===== src/rtl/ftsel_pkg.sv =====
package ftsel_pkg;
  localparam int unsigned THREAD_CNT = 4;
  localparam int unsigned FIXED_DELAY = 3;
  localparam int unsigned ID_W = (THREAD_CNT > 1) ? $clog2(THREAD_CNT) : 1;
  localparam int unsigned CNT_W = $clog2(FIXED_DELAY + 1);

  typedef enum logic [1:0] {
    EV_OTHER  = 2'b00,
    EV_LOAD   = 2'b01,
    EV_BRANCH = 2'b10,
    EV_RSVD   = 2'b11
  } evt_e;

  // strobes from control to the per-thread state
  typedef struct packed {
    logic                  issue;
    logic [THREAD_CNT-1:0] grantOh;
    logic                  armDelay;
  } strobe_t;
endpackage


===== src/rtl/ftsel_ctrl.sv =====
module ftsel_ctrl
  import ftsel_pkg::*;
#(
  parameter int unsigned NT  = THREAD_CNT,
  parameter int unsigned IDW = ID_W
) (
  input  logic           clk,
  input  logic           rst,
  input  logic [NT-1:0]  readyVec,
  input  logic           issueEvt,
  input  logic [1:0]     evtType,
  output strobe_t        strobe,
  output logic [IDW-1:0] selId,
  output logic           issueValid
);
  logic [IDW-1:0] searchPtr;
  logic [IDW-1:0] grantId;
  logic           found;
  logic           longEvt;

  // rotating priority search starting at searchPtr
  always_comb begin
    found   = 1'b0;
    grantId = '0;
    for (int k = 0; k < int'(NT); k++) begin
      int idx;
      idx = int'(searchPtr) + k;
      if (idx >= int'(NT)) idx = idx - int'(NT);
      if (!found && readyVec[idx]) begin
        found   = 1'b1;
        grantId = IDW'(idx);
      end
    end
  end

  assign longEvt    = (evtType == EV_LOAD) || (evtType == EV_BRANCH);
  assign selId      = grantId;
  assign issueValid = found;

  always_comb begin
    strobe          = '0;
    strobe.issue    = found;
    if (found) strobe.grantOh[grantId] = 1'b1;
    strobe.armDelay = found && issueEvt && longEvt;
  end

  always_ff @(posedge clk) begin
    if (rst) searchPtr <= '0;
    else if (found) begin
      if (grantId == IDW'(NT - 1)) searchPtr <= '0;
      else                         searchPtr <= grantId + 1'b1;
    end
  end

  assert_grant_ready_R10: assert property (@(posedge clk) disable iff (rst)
    issueValid |-> readyVec[selId]);
  assert_idle_all_blocked_R1: assert property (@(posedge clk) disable iff (rst)
    !issueValid |-> (readyVec == '0));
  assert_single_grant_R2: assert property (@(posedge clk) disable iff (rst)
    $onehot0(strobe.grantOh));
  assert_no_arm_idle_R8: assert property (@(posedge clk) disable iff (rst)
    !issueValid |-> !strobe.armDelay);
endmodule


===== src/rtl/ftsel_dp.sv =====
module ftsel_dp
  import ftsel_pkg::*;
#(
  parameter int unsigned NT   = THREAD_CNT,
  parameter int unsigned DLY  = FIXED_DELAY,
  parameter int unsigned CW   = CNT_W
) (
  input  logic          clk,
  input  logic          rst,
  input  logic [NT-1:0] thrValid,
  input  strobe_t       strobe,
  input  logic [NT-1:0] missBegin,
  input  logic [NT-1:0] fillDone,
  output logic [NT-1:0] readyVec
);
  for (genvar g = 0; g < NT; g++) begin : gThread
    logic [CW-1:0] delayCnt;
    logic          missOpen;

    always_ff @(posedge clk) begin
      if (rst)                                        delayCnt <= '0;
      else if (strobe.armDelay && strobe.grantOh[g])  delayCnt <= CW'(DLY);
      else if (delayCnt != '0)                        delayCnt <= delayCnt - 1'b1;
    end

    // a new miss wins over a fill in the same cycle
    always_ff @(posedge clk) begin
      if (rst)               missOpen <= 1'b0;
      else if (missBegin[g]) missOpen <= 1'b1;
      else if (fillDone[g])  missOpen <= 1'b0;
    end

    assign readyVec[g] = thrValid[g] && (delayCnt == '0) && !missOpen;

    assert_delay_blocks_R4: assert property (@(posedge clk) disable iff (rst)
      (strobe.armDelay && strobe.grantOh[g]) |=> !readyVec[g]);
    assert_miss_holds_R6: assert property (@(posedge clk) disable iff (rst)
      (missOpen && !fillDone[g]) |=> !readyVec[g]);
    assert_begin_blocks_R6: assert property (@(posedge clk) disable iff (rst)
      missBegin[g] |=> !readyVec[g]);
    assert_delay_counts_down_R7: assert property (@(posedge clk) disable iff (rst)
      (delayCnt > 1 && !strobe.grantOh[g]) |=> !readyVec[g]);
  end
endmodule


===== src/rtl/mt_thread_picker.sv =====
module mt_thread_picker
  import ftsel_pkg::*;
(
  input  logic                  clk,
  input  logic                  rst,
  input  logic [THREAD_CNT-1:0] thrValid,
  input  logic                  issueEvt,
  input  logic [1:0]            evtType,
  input  logic [THREAD_CNT-1:0] missBegin,
  input  logic [THREAD_CNT-1:0] fillDone,
  output logic [ID_W-1:0]       selThread,
  output logic                  issueValid,
  output logic [THREAD_CNT-1:0] threadReady
);
  strobe_t               strobe;
  logic [THREAD_CNT-1:0] readyVec;

  ftsel_ctrl #(.NT(THREAD_CNT), .IDW(ID_W)) i_ctrl (
    .clk(clk), .rst(rst), .readyVec(readyVec), .issueEvt(issueEvt),
    .evtType(evtType), .strobe(strobe), .selId(selThread),
    .issueValid(issueValid)
  );

  ftsel_dp #(.NT(THREAD_CNT), .DLY(FIXED_DELAY), .CW(CNT_W)) i_dp (
    .clk(clk), .rst(rst), .thrValid(thrValid), .strobe(strobe),
    .missBegin(missBegin), .fillDone(fillDone), .readyVec(readyVec)
  );

  assign threadReady = readyVec;
endmodule


===== config.mk =====
export PLATFORM = sky130hd
export DESIGN_NAME = mt_thread_picker
export DESIGN_NICKNAME = d
export VERILOG_FILES = /design/src/rtl/ftsel_pkg.sv /design/src/rtl/ftsel_ctrl.sv /design/src/rtl/ftsel_dp.sv /design/src/rtl/mt_thread_picker.sv
export SDC_FILE = /design/constraint.sdc
export NUM_CORES = 1
export LEC_CHECK = 0
export ABC_AREA = 1
export CORE_MARGIN = 10
export CORE_UTILIZATION = 30
export CTS_CLUSTER_SIZE = 20
export DETAILED_ROUTE_END_ITERATION = 10
export DONT_BUFFER_PORTS = 1
export GPL_ROUTABILITY_DRIVEN = 1
export GPL_TIMING_DRIVEN = 0
export SYNTH_ARGS = -nofsm -noshare
export SYNTH_HDL_FRONTEND = slang
export SYNTH_HIERARCHICAL = 1
export SYNTH_SLANG_ARGS = --single-unit
export TNS_END_PERCENT = 10

===== constraint.sdc =====
create_clock -name clk -period 2 [get_ports clk]
set_input_delay 0.4 -clock clk [delete_from_list [all_inputs] [get_ports clk]]
set_output_delay 0.4 -clock clk [all_outputs]
set_load 0.05 [all_outputs]

# ---- Word level (Yosys, flattened, before mapping)
# Index checks and enable logic that the tools add are counted.
dict set report classes {
  addsub 12
  magnitude_cmp 10
  n_eq_ne 3
  muxes 44
  reduce_logical 42
}
# op n
set op_table {}
lappend op_table {{$lt 32x4->1 const B} 4}
lappend op_table {{$mux 32} 4}
lappend op_table {{$ge 32x4->1 const B} 3}
lappend op_table {{$sub 32x4->32 const B} 3}
lappend op_table {{$mux 2} 13}
lappend op_table {{$reduce_bool 2->1} 12}
lappend op_table {{$mux 1} 21}
lappend op_table {{$logic_and 1x1->1} 18}
lappend op_table {{$bmux 1 s2} 4}
lappend op_table {{$logic_not 2->1} 4}
lappend op_table {{$sub 2x1->2 const B} 4}
lappend op_table {{$logic_not 1->1} 7}
lappend op_table {{$add 2x2->3 const B} 2}
lappend op_table {{$eq 2x2->1 const B} 2}
lappend op_table {{$mux 4} 1}
lappend op_table {{$sub 2x3->4 const B} 1}
lappend op_table {{$add 2x1->3 const B} 1}
lappend op_table {{$ge 2x3->1 const B} 1}
lappend op_table {{$lt 2x3->1 const B} 1}
lappend op_table {{$add 2x1->2 const B} 1}
lappend op_table {{$demux 1 s2} 1}
lappend op_table {{$eq 2x1->1 const B} 1}
lappend op_table {{$ge 2x1->1 const B} 1}
lappend op_table {{$logic_or 1x1->1} 1}
dict set report totals {
  reg_bits 14
  input_bits 17
  output_inout_bits 7
  elab_cells 120
}

# ---- Logic depth before layout (Yosys ltp)
dict set report depth {
  ltp_word 23
  mapped_depth 21
}

# ---- Hierarchy
# Netlist, hierarchy kept.
# module instances cells_each area_each_um2
set modules_own_cells {}
lappend modules_own_cells {ftsel_dp 1 97 611.8}
lappend modules_own_cells {ftsel_ctrl 1 88 534.3}

# ---- Worst setup path before layout
# OpenSTA, ideal clock, no wires.
dict set report synth_path {
  path_kind {register to register}
  start {register i_dp.gThread[1].delayCnt[0]}
  end {register i_dp.gThread[1].delayCnt[0]}
  setup_time_ns 0.109
  t_arrival_ns 2.769
  required_ns 1.891
  setup_slack_ns -0.878
  stages_incl_launch_ff 21
  n_path_buf 0
  path_cell_list {dfxtp_1 -> inv_1 -> ha_1 -> nand2_1 -> nor2_1 -> inv_1 -> nand2_2 -> nand3_1 -> nand2_2 -> nor2_1 -> nor2_1 -> nand2_2 -> nand2_2 -> inv_2 -> ha_1 -> nand2_1 -> inv_1 -> nand2_1 -> nand3_1 -> nand2_1 -> inv_1}
}
# element line
set synth_lines {}
lappend synth_lines {{start: declaration} ftsel_dp.sv:17} ;# logic [CW-1:0] delayCnt;
lappend synth_lines {{start signal: assignment} ftsel_dp.sv:22} ;# else if (strobe.armDelay && strobe.grantOh[g]) delayCnt <= CW'(DLY);
lappend synth_lines {{start signal: assignment} ftsel_dp.sv:23} ;# else if (delayCnt != '0) delayCnt <= delayCnt - 1'b1;

# ---- Worst setup path in the final report
dict set report layout_path {
  start {register i_dp.gThread[0].delayCnt[0]}
  end {output port selThread[0]}
}
dict set report layout_between {
  elab_chain_cells 16
  elab_cells_between_ends 28
  classes_between {mux (19); reduce/logical (9)}
}
# element line
set layout_rtl {}
lappend layout_rtl {{start: declaration} ftsel_dp.sv:17}
lappend layout_rtl {{start signal: assignment} ftsel_dp.sv:22}
lappend layout_rtl {{start signal: assignment} ftsel_dp.sv:23}
lappend layout_rtl {{$logic_not 2->1 *} ftsel_dp.sv:33} ;# assign readyVec[g] = thrValid[g] && (delayCnt == '0) && !missOpen;
lappend layout_rtl {{$logic_and 1x1->1 * (2 in a row)} ftsel_dp.sv:33}
lappend layout_rtl {{named net threadReady[0]} mt_thread_picker.sv:13} ;# output logic [THREAD_CNT-1:0] threadReady
lappend layout_rtl {{$bmux 1 s2} ftsel_ctrl.sv:29} ;# if (!found && readyVec[idx]) begin
lappend layout_rtl {{$mux 1 (not written as such) (2 in a row)} ftsel_ctrl.sv:29}
lappend layout_rtl {{$mux 1} ftsel_ctrl.sv:29}
lappend layout_rtl {{$logic_not 1->1} ftsel_ctrl.sv:29}
lappend layout_rtl {{$logic_and 1x1->1} ftsel_ctrl.sv:29}
lappend layout_rtl {{$mux 1} ftsel_ctrl.sv:29}
lappend layout_rtl {{$logic_not 1->1} ftsel_ctrl.sv:29}
lappend layout_rtl {{$logic_and 1x1->1} ftsel_ctrl.sv:29}
lappend layout_rtl {{$mux 1} ftsel_ctrl.sv:29}
lappend layout_rtl {{$logic_not 1->1} ftsel_ctrl.sv:29}
lappend layout_rtl {{$logic_and 1x1->1} ftsel_ctrl.sv:29}
lappend layout_rtl {{$mux 2 *} ftsel_ctrl.sv:29}
lappend layout_rtl {{end: declaration} mt_thread_picker.sv:11} ;# output logic [ID_W-1:0] selThread,
# The timed path passes the listed nets; every way through them passes the cells marked *. The select of a mux whose other input is x is not followed.

==> results_dict.tcl <==
set metrics [dict create \
    design_area_um2 1570 \
    antenna_found_initial 0 \
    cts_max_path_buffers 2 \
    numClockSinks 14 \
    ant_nets 0 \
    htreeDepth 1 \
    drt_wl_total_um 2850 \
    hold_path.class "primary input to register" \
    die_x_um 81.6 \
    die-area_um2 6660 \
    cp-start-kind "register" \
    reg2reg_depth 19 \
    setup_tns_ns -4.30 \
    endpoint_kind "output port" \
    insertion_delay_ns 0.25 \
    path_max_fanout 3 \
    critPathRequiredTime_ns 1.60 \
    clockRootBuffer "clkbuf_8" \
    place_hpwl_um 2110 \
    utilization_pct 42.9 \
    fin_crit_sh_pct 122 \
    wl_per_cell_um 11.7 \
    io_buffer_count 0 \
    fin_nets 222 \
    ios 24 \
    tightest_slew_ns 0.413 \
    rsz0062_at_grt "true" \
    syn_nets 209 \
    n_antenna_cell 0 \
    outcome "complete, but fails checks" \
    initial_core_util_pct 31.1 \
    area_delta_synth_final_pct 37.9 \
    worst_slack_ns -0.437 \
    relSlewSlack_pct 72.4 \
    cts_buffers 3 \
    drv_cap 0 \
    viasPerCell 4.47 \
    fin_skew_ns 0.00421 \
    postPlaceCellArea_um2 1340 \
    vias 1091 \
    period_needed_ns 2.44 \
    max_freq_mhz 410 \
    grt_remaining_overflow 0 \
    core-area_um2 3660 \
    cp.arrival_ns 2.04 \
    grt_use_total_pct 8.67 \
    cts_hold_buf 0 \
    gp_congestion 0.772 \
    fin_hold_ws_ns 0.218 \
    yosys_warnings 6 \
    violations "setup timing" \
    die_h_um 81.6 \
    synth_area_um2 1140 \
    hold_depth 1 \
    final-setup-viol-count 12 \
    hold_violations 0 \
    grt_pass1_vias 1023 \
    firstDrtPassIters 4 \
    core.rowCount 22 \
    drtIter0Drc 33 \
    clk_pin_slew_ns 0.06 \
    grt_start_max_net_pins 11 \
    drive_gt1_share_pct 49.0 \
    critPathKind "register to output port" \
    slew_viol_final 0 \
    cts_tree "yes" \
    avgSynthCellArea_um2 6.19 \
    grt_pass1_wl_um 4530 \
    syn_inst 184 \
    drc 0 \
]
## per-stage QoR
| stage | setup WS, ns | std cells |
|---|---|---|
| 2_1_floorplan | -0.211 | 184 |
| 3_3_place_gp | -0.430 | 232 |
| 3_5_place_dp | -0.445 | 232 |
| 4_1_cts | -0.396 | 241 |
| 5_1_grt | -0.584 | 244 |
| 6_report | -0.437 | 244 |
## critical path: stages, from the launching register on
cell	delay, ns
dfxtp_2	0.32
inv_2	0.07
ha_4	0.15
nand2_4	0.05
nor2_4	0.33
inv_2	0.10
nand2_4	0.09
nand3_2	0.09
nand2_4	0.11
buf_4	0.12
a21oi_2	0.05
nand2_2	0.09
nand2_4	0.08
inv_8	0.12
## state kept, by name, indices dropped and copies added, names as in the netlist
| register | flops |
|---|---|
| i_ctrl/searchPtr | 2 |
| i_dp/gThread.delayCnt | 8 |
| i_dp/gThread.missOpen | 4 |
## layer usage
layer	global-route usage (%)	share of wire [%]	up-vias
met5	0	0	-
li1	-	-	576
met3	3.06	5.4	6
met4	4.08	1.5	0
met2	15.6	53	13
met1	8.81	40	496
## cell usage in the layout (no fill, tap or decap), types with 5 or more instances in the layout
cell type,instances
nand2_2,20
dfxtp_1,11
ha_4,5
inv_2,22
a21oi_1,6
nand2_1,43
nand3_1,9
inv_1,19
nor2_1,6
nand2_4,11
buf_4,8
## final cells by class
type / instances / area [µm²]
Buffer: 1 / 11.3
Clock buffer: 4 / 55.1
Fill cell: 395 / 2090
Inverter: 45 / 189
Multi-Input combinational cell: 124 / 911
Sequential cell: 14 / 284
Tap cell: 48 / 60.1
Timing Repair Buffer: 8 / 60.1
## final timing paths
check | startpoint | end | slack [ns]
worst max-delay path | i_dp/gThread[0].delayCnt[0] | selThread[0] | -0.44
worst min-delay path | rst | i_ctrl/searchPtr[1] | 0.22
worst max register to register | i_dp/gThread[0].delayCnt[0] | i_dp/gThread[0].delayCnt[0] | -0.39
worst min register to register | i_dp/gThread[2].missOpen | i_dp/gThread[2].missOpen | 0.55
## what timing repair did
item,4_1_cts,5_1_grt
pin swaps,15,14
buffers inserted,5,3
gates resized for setup,12,20
setup endpoints to repair,12,12
Power is not shown: default switching activity piles up to over one toggle a cycle in this logic, so the estimate is an artifact.
